==> src/rtl/ldr_pkg.sv <==
package ldr_pkg;

  // Result codes reported on result_o
  typedef enum logic [1:0] {
    RES_ABSENT  = 2'd0,
    RES_NOLINK  = 2'd1,
    RES_SAME    = 2'd2,
    RES_CHANGED = 2'd3
  } res_e;

  // How the read sequencer ended a run
  typedef enum logic [1:0] {
    FIN_ABSENT  = 2'd0,
    FIN_NOLINK  = 2'd1,
    FIN_RESOLVE = 2'd2
  } fin_e;

  // Read sequencer states
  typedef enum logic [2:0] {
    SQ_IDLE    = 3'd0,
    SQ_RD_STAT = 3'd1,
    SQ_GAP     = 3'd2,
    SQ_RD_LPA  = 3'd3,
    SQ_DECIDE  = 3'd4,
    SQ_RD_STAT2 = 3'd5,
    SQ_DECIDE2 = 3'd6
  } seq_e;

  // Management register numbers
  localparam int REG_STATUS  = 1;
  localparam int REG_PARTNER = 5;

  // Status register link flag position
  localparam int LINK_BIT = 2;

  // Ability masks
  localparam logic [15:0] FAST_MASK = 16'h0380;
  localparam int NUM_MODES = 5;

endpackage

==> src/rtl/ldr_seq.sv <==
module ldr_seq
  import ldr_pkg::*;
#(
  parameter int DATA_W = 16,
  parameter int PHY_AW = 5,
  parameter int REG_AW = 5
) (
  input  logic              clk,
  input  logic              rst,
  input  logic              start_i,
  input  logic [PHY_AW-1:0] phy_addr_i,
  output logic              busy_o,
  output logic              req_o,
  output logic [PHY_AW-1:0] phy_o,
  output logic [REG_AW-1:0] reg_o,
  input  logic              ack_i,
  input  logic [DATA_W-1:0] rdata_i,
  output logic              fin_o,
  output fin_e              fin_kind_o,
  output logic [DATA_W-1:0] lpa_o
);

  localparam logic [DATA_W-1:0] ALL_ONES = {DATA_W{1'b1}};
  localparam logic [REG_AW-1:0] RA_STAT  = REG_AW'(REG_STATUS);
  localparam logic [REG_AW-1:0] RA_LPA   = REG_AW'(REG_PARTNER);

  seq_e              state;
  logic [DATA_W-1:0] stat_q;
  logic [DATA_W-1:0] stat2_q;
  logic [DATA_W-1:0] lpa_q;
  logic [PHY_AW-1:0] phy_q;

  always_ff @(posedge clk) begin
    if (rst) begin
      state      <= SQ_IDLE;
      stat_q     <= '0;
      stat2_q    <= '0;
      lpa_q      <= '0;
      phy_q      <= '0;
      fin_o      <= 1'b0;
      fin_kind_o <= FIN_ABSENT;
    end else begin
      fin_o <= 1'b0;
      unique case (state)
        SQ_IDLE: begin
          if (start_i) begin
            phy_q <= phy_addr_i;
            state <= SQ_RD_STAT;
          end
        end
        SQ_RD_STAT: begin
          if (ack_i) begin
            stat_q <= rdata_i;
            state  <= SQ_GAP;
          end
        end
        SQ_GAP: begin
          state <= SQ_RD_LPA;
        end
        SQ_RD_LPA: begin
          if (ack_i) begin
            lpa_q <= rdata_i;
            state <= SQ_DECIDE;
          end
        end
        SQ_DECIDE: begin
          if (stat_q == ALL_ONES) begin
            fin_o      <= 1'b1;
            fin_kind_o <= FIN_ABSENT;
            state      <= SQ_IDLE;
          end else if (!stat_q[LINK_BIT]) begin
            state <= SQ_RD_STAT2;
          end else begin
            fin_o      <= 1'b1;
            fin_kind_o <= FIN_RESOLVE;
            state      <= SQ_IDLE;
          end
        end
        SQ_RD_STAT2: begin
          if (ack_i) begin
            stat2_q <= rdata_i;
            state   <= SQ_DECIDE2;
          end
        end
        SQ_DECIDE2: begin
          fin_o      <= 1'b1;
          fin_kind_o <= stat2_q[LINK_BIT] ? FIN_RESOLVE : FIN_NOLINK;
          state      <= SQ_IDLE;
        end
        default: state <= SQ_IDLE;
      endcase
    end
  end

  always_comb begin
    req_o = (state == SQ_RD_STAT) || (state == SQ_RD_LPA) ||
            (state == SQ_RD_STAT2);
    reg_o = (state == SQ_RD_LPA) ? RA_LPA : RA_STAT;
  end

  assign phy_o  = phy_q;
  assign busy_o = (state != SQ_IDLE);
  assign lpa_o  = lpa_q;

endmodule

==> src/rtl/ldr_resolve.sv <==
module ldr_resolve
  import ldr_pkg::*;
#(
  parameter int DATA_W  = 16,
  parameter int MODE_W  = 32,
  parameter int FD_BIT  = 9,
  parameter int THR_BIT = 22
) (
  input  logic [DATA_W-1:0] lpa_i,
  input  logic [DATA_W-1:0] adv_i,
  input  logic              lock_i,
  input  logic [MODE_W-1:0] mode_i,
  output logic [MODE_W-1:0] mode_o
);

  // Modes from best to worst, with their duplex
  localparam int  PRIO_BIT  [NUM_MODES] = '{8, 9, 7, 6, 5};
  localparam bit  PRIO_FULL [NUM_MODES] = '{1'b1, 1'b0, 1'b0, 1'b1, 1'b0};

  logic [DATA_W-1:0] common;
  logic              found;
  logic              full;
  logic              fast;

  assign common = lpa_i & adv_i;
  assign fast   = |(common & DATA_W'(FAST_MASK));

  always_comb begin
    found = 1'b0;
    full  = 1'b0;
    for (int i = 0; i < NUM_MODES; i++) begin
      if (!found && common[PRIO_BIT[i]]) begin
        found = 1'b1;
        full  = PRIO_FULL[i];
      end
    end
  end

  always_comb begin
    mode_o          = mode_i;
    mode_o[THR_BIT] = !fast;
    mode_o[FD_BIT]  = full || lock_i;
  end

endmodule

==> src/rtl/link_duplex_resolver.sv <==
module link_duplex_resolver
  import ldr_pkg::*;
#(
  parameter int MODE_W  = 32,
  parameter int FD_BIT  = 9,
  parameter int THR_BIT = 22,
  parameter int DATA_W  = 16,
  parameter int PHY_AW  = 5,
  parameter int REG_AW  = 5
) (
  input  logic              clk,
  input  logic              rst,
  input  logic              check_i,
  input  logic [PHY_AW-1:0] phy_addr_i,
  input  logic [DATA_W-1:0] adv_i,
  input  logic              dup_lock_i,
  input  logic [MODE_W-1:0] mode_i,
  output logic              mdio_req_o,
  output logic [PHY_AW-1:0] mdio_phy_o,
  output logic [REG_AW-1:0] mdio_reg_o,
  input  logic              mdio_ack_i,
  input  logic [DATA_W-1:0] mdio_rdata_i,
  output logic              done_o,
  output logic [1:0]        result_o,
  output logic              restart_o,
  output logic [MODE_W-1:0] mode_o
);

  logic              busy;
  logic              start;
  logic              fin;
  fin_e              fin_kind;
  logic [DATA_W-1:0] lpa;
  logic [DATA_W-1:0] adv_q;
  logic              lock_q;
  logic [MODE_W-1:0] cur_q;
  logic [MODE_W-1:0] new_mode;

  // Pulses during a run are dropped
  assign start = check_i && !busy;

  always_ff @(posedge clk) begin
    if (rst) begin
      adv_q  <= '0;
      lock_q <= 1'b0;
      cur_q  <= '0;
    end else if (start) begin
      adv_q  <= adv_i;
      lock_q <= dup_lock_i;
      cur_q  <= mode_i;
    end
  end

  ldr_seq #(
    .DATA_W(DATA_W),
    .PHY_AW(PHY_AW),
    .REG_AW(REG_AW)
  ) u_seq (
    .clk       (clk),
    .rst       (rst),
    .start_i   (start),
    .phy_addr_i(phy_addr_i),
    .busy_o    (busy),
    .req_o     (mdio_req_o),
    .phy_o     (mdio_phy_o),
    .reg_o     (mdio_reg_o),
    .ack_i     (mdio_ack_i),
    .rdata_i   (mdio_rdata_i),
    .fin_o     (fin),
    .fin_kind_o(fin_kind),
    .lpa_o     (lpa)
  );

  ldr_resolve #(
    .DATA_W (DATA_W),
    .MODE_W (MODE_W),
    .FD_BIT (FD_BIT),
    .THR_BIT(THR_BIT)
  ) u_res (
    .lpa_i (lpa),
    .adv_i (adv_q),
    .lock_i(lock_q),
    .mode_i(cur_q),
    .mode_o(new_mode)
  );

  always_ff @(posedge clk) begin
    if (rst) begin
      done_o    <= 1'b0;
      result_o  <= RES_ABSENT;
      restart_o <= 1'b0;
      mode_o    <= '0;
    end else begin
      done_o    <= fin;
      restart_o <= 1'b0;
      if (fin) begin
        unique case (fin_kind)
          FIN_ABSENT: result_o <= RES_ABSENT;
          FIN_NOLINK: result_o <= RES_NOLINK;
          default: begin
            if (new_mode != cur_q) begin
              result_o  <= RES_CHANGED;
              restart_o <= 1'b1;
              mode_o    <= new_mode;
            end else begin
              result_o <= RES_SAME;
            end
          end
        endcase
      end
    end
  end

endmodule

==> config.mk <==
export PLATFORM = sky130hd
export DESIGN_NAME = link_duplex_resolver
export DESIGN_NICKNAME = d
export VERILOG_FILES = /design/src/rtl/ldr_pkg.sv /design/src/rtl/ldr_seq.sv /design/src/rtl/ldr_resolve.sv /design/src/rtl/link_duplex_resolver.sv
export SDC_FILE = /design/constraint.sdc
export NUM_CORES = 1
export LEC_CHECK = 0
export ABC_AREA = 0
export BUFFER_PORTS_ARGS = -buffer_cell sky130_fd_sc_hd__clkbuf_2
export CAP_MARGIN = 0
export CORE_MARGIN = 1.5
export CORE_UTILIZATION = 39
export DETAILED_ROUTE_END_ITERATION = 8
export SLEW_MARGIN = 20
export SYNTH_ARGS = -nofsm -noshare
export SYNTH_HDL_FRONTEND = slang
export SYNTH_HIERARCHICAL = 1
export SYNTH_SLANG_ARGS = --single-unit
==> constraint.sdc <==
create_clock -name clk -period 2.1 [get_ports clk]
set_input_delay 0.63 -clock clk [delete_from_list [all_inputs] [get_ports clk]]
set_output_delay 0.63 -clock clk [all_outputs]
set_load 0.01 [all_outputs]
# Word level (Yosys, flattened, before mapping)
# Index checks and enable logic that the tools add are counted.
# word_totals
ff_bits	119
latch_bits	0
ram_bits	0
mem_bits_ro	0
input_bits	74
wordCells	85
n_memories	0
# classes
addsub	0
n_mul	0
n_div	0
magnitude_cmp	0
n_eq_ne	14
n_shift	0
n_mux	26
bitwise_logic	3
n_reduce_logical	28
# ops
operator	n
3-bit two-way mux	7
3-bit case mux with 6 select lines	1
16-bit == test (second input constant)	1
1-bit two-way mux	12
10-bit AND	1
2-bit AND reduction	5
3-bit == test (second input constant)	3
2-bit inequality test (second input constant)	4
2-bit case mux with 2 select lines	2
3-bit by 2-bit == test with 1-bit output (second input constant)	2
1-bit logical NOT	6
2-bit two-way mux	3
1-bit logical AND	5
4-bit AND reduction	1
4-bit OR reduction	1
3-bit by 1-bit == test with 1-bit output (second input constant)	1
3-bit logical NOT	1
1-bit logical OR	3
3-bit by 1-bit inequality test with 1-bit output (second input constant)	1
3-bit AND reduction	1
3-bit nonzero test	1
3-bit OR reduction	1
2-bit by 1-bit == test with 1-bit output (second input constant)	1
2-bit logical NOT	1
other kinds (5)	6

# Logic depth before layout (Yosys ltp)
# Gate-level depths: netlist (run 1).
# depth
ltp_word	18
mapped_depth	10
ltp_nobuf	7

# Cells and area by module
# Netlist (run 1), hierarchy kept.
# by_module_without_submodules
module	instances	cells_per_inst	area_each_um2	seq_area_each_um2
link_duplex_resolver	1	411	3614.7	1701.6
ldr_seq	1	213	1790.5	880.8
ldr_resolve	1	35	252.7	0.0

# Least setup slack after synthesis (run 1)
# No wires, ideal clock.
# synth_path
kind	reg-to-reg
from	reg u_seq.state[1]
to	reg u_seq.phy_q[0] (netlist: u_seq/phy_o[0])
setup_ns	0.128
arrival_ns	2.230
required_ns	1.972
setup_slack_ns	-0.258
stages_incl_launch_ff	11
n_path_buf	4
path_cell_list	dfxtp_1 -> buf_6 -> clkbuf_1 -> or3_1 -> nand2b_1 -> clkbuf_1 -> inv_2 -> clkbuf_1 -> nor4b_4 -> mux2i_1 -> nor2_1
# synth_via
elab_chain_cells	4
word_cells_on_any_way	5
cone_classes	reduce/logical (5)
# synth_rtl
element	line_no	rtl
from (decl)	ldr_seq.sv:27	seq_e state;
from (signal assigned)	ldr_seq.sv:35	state <= SQ_IDLE;
from (signal assigned)	ldr_seq.sv:48	state <= SQ_RD_STAT;
from (signal assigned)	ldr_seq.sv:54	state <= SQ_GAP;
3-bit nonzero test	ldr_seq.sv:102	assign busy_o = (state != SQ_IDLE);
via busy	link_duplex_resolver.sv:29	logic busy;
1-bit logical NOT	link_duplex_resolver.sv:40	assign start = check_i && !busy;
1-bit logical AND	link_duplex_resolver.sv:40	
via start	link_duplex_resolver.sv:30	logic start;
2-bit AND reduction (no line)	--	
to (signal assigned)	ldr_seq.sv:47	phy_q <= phy_addr_i;
to (decl)	ldr_seq.sv:31	logic [PHY_AW-1:0] phy_q;
# The timed path passes the listed nets, and every way through them passes these cells.
# A chain may end at the register's enable or synchronous reset.

# Final worst setup path (run 1)
# layout_path
from	reg u_seq.lpa_q[9] (netlist: u_seq/lpa_o[9])
to	reg mode_o[30]
# layout_via
elab_chain_cells	15
word_cells_on_any_way	20
cone_classes	eq/ne (1); mux (7); bitwise (1); reduce/logical (11)
# layout_rtl
element	line_no	rtl
from (decl)	ldr_seq.sv:30	logic [DATA_W-1:0] lpa_q;
from (signal assigned)	ldr_seq.sv:62	lpa_q <= rdata_i;
10-bit AND *	ldr_resolve.sv:25	assign common = lpa_i & adv_i;
1-bit logical AND *	ldr_resolve.sv:32	if (!found && common[PRIO_BIT[i]]) begin
1-bit two-way mux	ldr_resolve.sv:32	
1-bit logical NOT	ldr_resolve.sv:32	
1-bit logical AND	ldr_resolve.sv:32	
1-bit two-way mux	ldr_resolve.sv:32	
1-bit logical NOT	ldr_resolve.sv:32	
1-bit logical AND	ldr_resolve.sv:32	
1-bit two-way mux	ldr_resolve.sv:32	
1-bit logical NOT	ldr_resolve.sv:32	
1-bit logical AND	ldr_resolve.sv:32	
1-bit two-way mux *	ldr_resolve.sv:32	
1-bit logical OR *	ldr_resolve.sv:42	mode_o[FD_BIT] = full || lock_i;
via new_mode[9]	link_duplex_resolver.sv:37	logic [MODE_W-1:0] new_mode;
2-bit inequality test *	link_duplex_resolver.sv:101	if (new_mode != cur_q) begin
3-bit AND reduction (no line) *	--	
to (signal assigned)	link_duplex_resolver.sv:104	mode_o <= new_mode;
to (decl)	link_duplex_resolver.sv:26	output logic [MODE_W-1:0] mode_o
# Mark *: on every way through the listed nets, which the timed path passes. The rest lies on a longest branch.

==> impl_metrics.ini, run 1 <==
[worst_hold_path]
holdCritPathClass = flip-flop to flip-flop

[clock_tree]
clk_path_buf_depth = 2
clkTransAtPathRegs_ns = 0.07
cts_tree = built
hold_buffers = 0
numCtsBuffers = 9
clk_latency_ns = 0.35
root_buffer = clkbuf_16
h-tree-depth = 3
cts.sink_count = 105

[placed_design]
place.gp.congestion = 0.749
dp_slack_ns = 0.0953
hpwl_um = 7180
port_buffers = 104

[drt]
ant_nets = 0
wirelength_um = 10100
initialDrtViolationCount = 156
drcViolationCount = 0
wl_per_cell_um = 12.8
viasPerCell = 4.57
vias = 3590
first_pass_iters = 4

[job]
maxCapViolCount = 0

[setup_path]
rr_endpoint = mode_o[30]
crit_end = mode_o[30]
r2r_cells = 8
crit_chain = a22o_1 > o21ai_2 > xor2_1 > nor4_1 > nand4_1 > o21ba_2 > buf_12 > mux2i_1
cp-end-kind = flip-flop
crit_path_start_kind = flip-flop
r2r_setup_slack_ns = 0.15
slowest_stage = dfxtp_1
critPathMaxStageDelay_ns = 0.31
crit_start = u_seq/lpa_o[9]
critPathKind = flip-flop to flip-flop
cp_data_required_time_ns = 2.34
cp.arrival_ns = 2.18
r2r_start = u_seq/lpa_o[9]
crit_fanout = 20

[power]
seqPwrFrac = 0.489
peakVddDrop_uv = 403
switching_share = 0.259
intPower_w = 0.00330
total_power_w = 0.00445
p_leak_nw = 2.28
p_comb_frac = 0.131
clkPwrFrac = 0.380
power_switching_w = 0.00115
powerDensity_nw_per_um2 = 802

[global_routing]
overflow = 0
grt_busiest_layer = met2
grt_max_degree = 51
antenna_found_initial = 0
grt_use_met2 = 0.256
grt_pass1_vias = 3312
grt_use_met1 = 0.195
met3_usage = 0.0474
grt_util_all_layers = 0.158
grt_pass1_wl_um = 16000

[floorplan]
die_height_um = 115
core_area_um2 = 12100
rows = 40
die_width_um = 115
ioPinCount = 121
dieArea_um2 = 13200
start_util = 0.403

[status]
run_status = complete, no violations

[final_layout]
nets = 688
layout-drive-gt1-share = 0.225
area_delta_synth_final_pct = 13.9
nFillCells = 1280
diodes = 0

[timing]
period_share = 0.928
setup_slack_ns = 0.150
skew_ns = 0.00656
setup_viol = 0
hold_violations = 0
timing.hold.ws_ns = 0.458
fin_crit_ns = 1.95
setup-tns-final_ns = 0
slew_viol_final = 0
fmax_ghz = 0.513

[logic_synthesis]
synthCells = 563
syn_avg_cell_area_um2 = 8.66
syn_area_um2 = 4880
ys_warn_count = 6
worst min path at each step:
stage | start | end | cells after the start
final | adv_q[7] | adv_q[7] | 2
after detailed placement | u_seq/stat_q[3] | u_seq/stat_q[3] | 2
after floorplan | u_seq/stat_q[4] | u_seq/stat_q[4] | 2
after global routing | u_seq/stat_q[1] | u_seq/stat_q[1] | 2
after global placement | u_seq/stat_q[1] | u_seq/stat_q[1] | 2
after CTS | u_seq/stat_q[3] | u_seq/stat_q[3] | 2
cell type report:
| class | instances | area (um^2) | area share |
|---|---|---|---|
| clock inverter | 4 | 53.8 | 0.00969 |
| sequential | 105 | 2100 | 0.379 |
| tap | 168 | 210 | 0.0378 |
| clock buffer | 11 | 243 | 0.0437 |
| multi-input combinational | 378 | 2260 | 0.407 |
| timing repair buffer | 117 | 671 | 0.121 |
| inverter | 3 | 11.3 | 0.00203 |
power groups by stage:
| stage | clock [W] | sequential [W] | combinational, W |
|---|---|---|---|
| CTS | 0.00175 | 0.00218 | 0.000590 |
| global route | 0.00183 | 0.00219 | 0.000656 |
| floorplan | 0 | 0.00220 | 0.000509 |
| global placement | 0 | 0.00222 | 0.000579 |
| detailed placement | 0 | 0.00222 | 0.000588 |
| finish | 0.00169 | 0.00218 | 0.000582 |
layout by cell type (no fill, tap or decap), types with 3 or more instances in the layout:
| master | instances |
|---|---|
| mux2i_1 | 38 |
| nand4b_1 | 3 |
| or2b_1 | 4 |
| conb_1 | 4 |
| nor2b_1 | 3 |
| clkbuf_2 | 103 |
| dfxtp_1 | 104 |
| o21ai_0 | 4 |
| buf_4 | 10 |
| nor2_1 | 8 |
| xor2_1 | 32 |
| nand2b_1 | 65 |
| nand4_1 | 4 |
| buf_12 | 4 |
| a21oi_1 | 64 |
| clkbuf_16 | 9 |
| nand2_1 | 117 |
| nor4_1 | 8 |
worst max-delay path: cells and delay by family (launching register included):
kind / cells / cell delay [ns]
AOI/OAI and AO/OA: 3 / 0.76
and+or+nand+nor: 2 / 0.36
DFF: 1 / 0.31
buffers and inverters: 1 / 0.17
muxes: 1 / 0.13
xor gates and xnor gates: 1 / 0.10
per-stage QoR:
stage,util,cells,area (um^2)
after floorplan,-,565,4910
after global placement,0.433,771,5250
after detailed placement,0.433,771,5250
after CTS,0.458,786,5550
after global routing,0.459,786,5550
final,0.459,786,5550
sequential cells by signal (all words and copies together), names as in the netlist, 2 cells and up:
signal            count
u_seq/phy_o           5
u_seq/state           3
cur_q                32
result_o              2
u_seq/stat_q         16
mode_o               32
u_seq/fin_kind_o      2
adv_q                 4
u_seq/lpa_o           4
timing repair:
action	CTS	global route
setup endpoints to repair	0	32
setup buffers	0	0
gates resized for setup	0	2
routing by layer:
layer / up-vias / share of wire
met5: - / 0
met4: 0 / 0.017
met3: 13 / 0.054
met2: 73 / 0.47
met1: 1615 / 0.46
li1: 1889 / -
No activity file was read; power rests on OpenSTA's default activity.
==> run 2: changes to the inputs <==
--- a/config.mk
+++ b/config.mk
@@ -5,7 +5,7 @@
 export SDC_FILE = /design/constraint.sdc
 export NUM_CORES = 1
 export LEC_CHECK = 0
-export ABC_AREA = 0
+export ABC_AREA = 1
 export BUFFER_PORTS_ARGS = -buffer_cell sky130_fd_sc_hd__clkbuf_2
 export CAP_MARGIN = 0
 export CORE_MARGIN = 1.5
==> run 2 against run 1 <==
Compared with the run above: global-route usage grew 0.49 points; clock-buffer cell count unchanged; largest power group unchanged; die area increased by 0.32%; power up 37%; highest routed layer unchanged; critical path type is now flip-flop to output port; synthesized cell count grew 24%; worst hold slack better by 0.0073 ns.
==> impl_metrics.ini, run 2 <==
[drt]
first_pass_iters = 4
ant_nets = 0
viasPerCell = 4.48
initialDrtViolationCount = 242
wl_met2_um = 4830
met1_length_um = 5080
vias = 4141
wirelength_um = 10500
drcViolationCount = 0
wl_per_cell_um = 11.4
met3_length_um = 508
dr.max_layer_used = met4

[floorplan]
rows = 40
start_util = 0.404
core_area_um2 = 12100
ioPinCount = 121
die_width_um = 115
die_height_um = 115
dieArea_um2 = 13200

[power]
intPower_w = 0.00414
powerDensity_nw_per_um2 = 1090
power_switching_w = 0.00196
p_comb_frac = 0.262
switching_share = 0.321
clkPwrFrac = 0.316
p_leak_nw = 2.49
seqPwrFrac = 0.422
peakVddDrop_uv = 410

[setup_path]
path_delay_family = flip-flops
worst-path-buf-inv = 2
slowest_stage = dfxtp_1
cp_data_required_time_ns = 1.47
crit_chain = nand2_1 > inv_1 > nor2_1 > clkbuf_2
crit_fanout = 7
cp.arrival_ns = 1.28
critPathMaxStageDelay_ns = 0.51
crit_path_start_kind = flip-flop
critPathKind = flip-flop to output port
cp-end-kind = output port

[clock_tree]
clkTransAtPathRegs_ns = 0.07
clk_path_buf_depth = 2
hold_buffers = 0
cts_tree = built
clk_latency_ns = 0.35
cts.sink_count = 105
postCtsSetupRepairBufs = 0
numCtsBuffers = 9
root_buffer = clkbuf_16
h-tree-depth = 3
postCtsResizedCells = 0

[timing]
rsz0062_at_grt = false
setup-tns-final_ns = 0
worst_pin_slew_ns = 0.732
period_share = 0.912
fmax_ghz = 0.522
skew_ns = 0.00434
hold_violations = 0
setup_viol = 0
slew_viol_final = 0
slew-limit-headroom = 0.512
fin_crit_ns = 1.91

[placed_design]
dpl-instance-area_um2 = 5270
place.gp.congestion = 0.753
hpwl_um = 7080
port_buffers = 104

[job]
maxCapViolCount = 0

[global_routing]
antenna_found_initial = 0
grt_pass1_wl_um = 17100
grt_max_degree = 71
grt_pass1_vias = 3827
overflow = 0
grt_util_all_layers = 0.163

[logic_synthesis]
syn_area_um2 = 4890
synthCells = 700
syn_avg_cell_area_um2 = 6.99
ys_warn_count = 6

[final_layout]
nets = 825
layout-drive-gt1-share = 0.189
fin_area_um2 = 5620
final_common_cell = nand2_1
layout_common_cells = nand2_1, nor2_1, dfxtp_1
reg_top3 = cur_q (32), mode_o (32), u_seq/stat_q (16)
area_delta_synth_final_pct = 14.8
diodes = 0

[status]
run_status = complete, no violations

[worst_hold_path]
holdCritPathClass = flip-flop to flip-flop
[run 2: power groups by stage]
stage                     Combinational (W)  Sequential, W  Clock, W
after floorplan                     0.00152        0.00254         0
after global placement              0.00160        0.00261         0
after detailed placement            0.00162        0.00262         0
after CTS                           0.00163        0.00258   0.00199
after global routing                0.00185        0.00263   0.00206
final                               0.00160        0.00258   0.00193
[run 2: worst min-delay path: cells and delay by family (launching register included)]
family / cells / cell delay, ns
simple gates: 1 / 0.06
compound gates: 1 / 0.05
flops: 1 / 0.31
[run 2: cell type report]
cell class / instances / area (um^2)
inverters: 59 / 224
repair buffers: 114 / 621
clock inverters: 5 / 103
fillers: 1287 / 6490
well taps: 168 / 210
multi-input cells: 462 / 2120
flip-flops and latches: 105 / 2100
clock buffers: 11 / 243
[run 2: per-stage QoR]
stage	setup WS, ns	std cells	total power [W]	utilization	hold WS, ns
floorplan	0.224	702	0.00405	-	0.439
global placement	0.316	908	0.00420	0.435	0.449
detailed placement	0.279	908	0.00424	0.435	0.455
CTS	0.164	924	0.00619	0.464	0.466
global route	0.0202	924	0.00654	0.464	0.483
finish	0.186	924	0.00610	0.464	0.465
[run 2: path summary, 6_finish.rpt]
| path | startpoint | endpoint | slack [ns] | cells past startpoint |
|---|---|---|---|---|
| max | u_seq/state[1] | mdio_req_o | 0.19 | 4 |
| min | u_seq/stat_q[3] | u_seq/stat_q[3] | 0.47 | 2 |
| max reg2reg | u_seq/state[2] | cur_q[30] | 0.29 | 8 |
| min reg2reg | u_seq/stat_q[3] | u_seq/stat_q[3] | 0.47 | 2 |
[run 2: per-layer routing]
layer | global-route usage | vias to the layer above
li1 | - | 2246
met2 | 0.270 | 88
met3 | 0.0332 | 4
met1 | 0.204 | 1803
met5 | 0 | -
met4 | 0.0765 | 0
==> run 3: changes to the inputs <==
--- a/config.mk
+++ b/config.mk
@@ -9,7 +9,7 @@
 export BUFFER_PORTS_ARGS = -buffer_cell sky130_fd_sc_hd__clkbuf_2
 export CAP_MARGIN = 0
 export CORE_MARGIN = 1.5
-export CORE_UTILIZATION = 39
+export CORE_UTILIZATION = 25
 export DETAILED_ROUTE_END_ITERATION = 8
 export SLEW_MARGIN = 20
 export SYNTH_ARGS = -nofsm -noshare
==> run 3 against run 2 <==
Compared with the run above: critical path depth is the same; sequential power is essentially flat; final cell count grew 10%; routed wire length grew 7.3%; clock skew grew 0.0016 ns; global-route usage shrank 4.7 points; power shrank 1.3%; critical endpoint is now mdio_reg_o[2].
==> impl_metrics.ini, run 3 (synthesis results as in run 2) <==
[power]
intPower_w = 0.00401
switching_share = 0.334
powerDensity_nw_per_um2 = 1050
seqPwrFrac = 0.429
power_switching_w = 0.00202
clkPwrFrac = 0.296
p_comb_frac = 0.275
p_leak_nw = 2.49
peakVddDrop_uv = 356

[drt]
vias = 4166
drcViolationCount = 0
ant_nets = 0
viasPerCell = 4.10
wirelength_um = 11300
first_pass_iters = 4
initialDrtViolationCount = 154
wl_per_cell_um = 11.1

[clock_tree]
clk_latency_ns = 0.35
cts_tree = built
root_buffer = clkbuf_16
clkTransAtPathRegs_ns = 0.07
numCtsBuffers = 9
cts.sink_count = 105
clk_path_buf_depth = 2
postCtsResizedCells = 0
h-tree-depth = 3
hold_buffers = 0
postCtsSetupRepairBufs = 0

[floorplan]
core_area_um2 = 19000
ioPinCount = 121
die_width_um = 143
dieArea_um2 = 20400
rows = 50
die_height_um = 143
start_util = 0.258

[timing]
setup-tns-final_ns = 0
slew_viol_final = 0
fin_crit_ns = 1.90
period_share = 0.905
skew_ns = 0.00595
setup_viol = 0
fmax_ghz = 0.526
hold_violations = 0
rsz0062_at_grt = false
setup_slack_ns = 0.200

[worst_hold_path]
holdCritPathClass = flip-flop to flip-flop

[global_routing]
grt_pass1_wl_um = 18600
antenna_found_initial = 0
overflow = 0
grt_max_degree = 71
grt_util_all_layers = 0.116
grt_pass1_vias = 3820

[setup_path]
cp.arrival_ns = 1.27
r2r_setup_slack_ns = 0.31
crit_fanout = 6
crit_path_start_kind = flip-flop
cp-end-kind = output port
cp_data_required_time_ns = 1.47
critPathKind = flip-flop to output port

[placed_design]
hpwl_um = 8020
place.gp.congestion = 0.778
port_buffers = 104
dp_slack_ns = 0.281

[final_layout]
nFillCells = 2122
area_delta_synth_final_pct = 17.2
diodes = 0
multi_input_area_um2 = 2120
layout_common_cells = nand2_1, nor2_1, dfxtp_1
layout-drive-gt1-share = 0.192
final_common_cell = nand2_1
seqCellArea_um2 = 2100
nets = 828
reg_top3 = cur_q (32), mode_o (32), u_seq/stat_q (16)
fin_util = 0.303

[status]
run_status = complete, no violations

[job]
maxCapViolCount = 0
## run 3: cell types whose count changed in the layout (fill, tap and decap cells not counted), sizes merged
cell and change:
buf +3, clkinvlp +2, clkinv -1, bufinv -1, clkbuf -2
## run 3: final timing paths
path         depth (start not counted)               end        startpoint
min                                  2  u_seq/stat_q[11]  u_seq/stat_q[11]
max                                  4     mdio_reg_o[2]    u_seq/state[2]
min reg2reg                          2  u_seq/stat_q[11]  u_seq/stat_q[11]
max reg2reg                         12        mode_o[27]    u_seq/lpa_o[9]
## run 3: layout make-up
| type | instances | share of cell area |
|---|---|---|
| Multi-Input combinational cell | 462 | 0.370 |
| Sequential cell | 105 | 0.366 |
| Timing Repair Buffer | 117 | 0.114 |
| Tap cell | 260 | 0.0567 |
| Clock buffer | 9 | 0.0393 |
| Inverter | 59 | 0.0390 |
| Clock inverter | 5 | 0.0144 |
## run 3: through the flow
step | hold slack, ns | instance area, um^2 | total power, W | cells
5_1_grt | 0.483 | 5740 | 0.00649 | 1017
2_1_floorplan | 0.439 | 4900 | 0.00405 | 702
6_report | 0.464 | 5740 | 0.00603 | 1017
3_3_place_gp | 0.452 | 5430 | 0.00430 | 1003
3_5_place_dp | 0.455 | 5430 | 0.00433 | 1003
4_1_cts | 0.466 | 5740 | 0.00615 | 1017
## run 3: power by group through the flow
stage	Clock, W	Combinational, W	Sequential (W)
after floorplan	0	0.00152	0.00254
after global routing	0.00192	0.00192	0.00264
after global placement	0	0.00167	0.00262
final	0.00179	0.00166	0.00258
after CTS	0.00186	0.00171	0.00259
after detailed placement	0	0.00170	0.00263
## run 3: worst max-delay path: stages, from the launching register on
cell and delay [ns]:
dfxtp_1 0.36, inv_1 0.18, nand3_2 0.13, inv_4 0.11, clkbuf_2 0.14
## run 3: per-layer routing
layer | vias up | share of wire | GRT usage
li1 | 2250 | - | -
met1 | 1832 | 0.49 | 0.147
met2 | 76 | 0.44 | 0.183
met3 | 8 | 0.060 | 0.0419
met4 | 0 | 0.0097 | 0.0358
met5 | - | 0 | 0
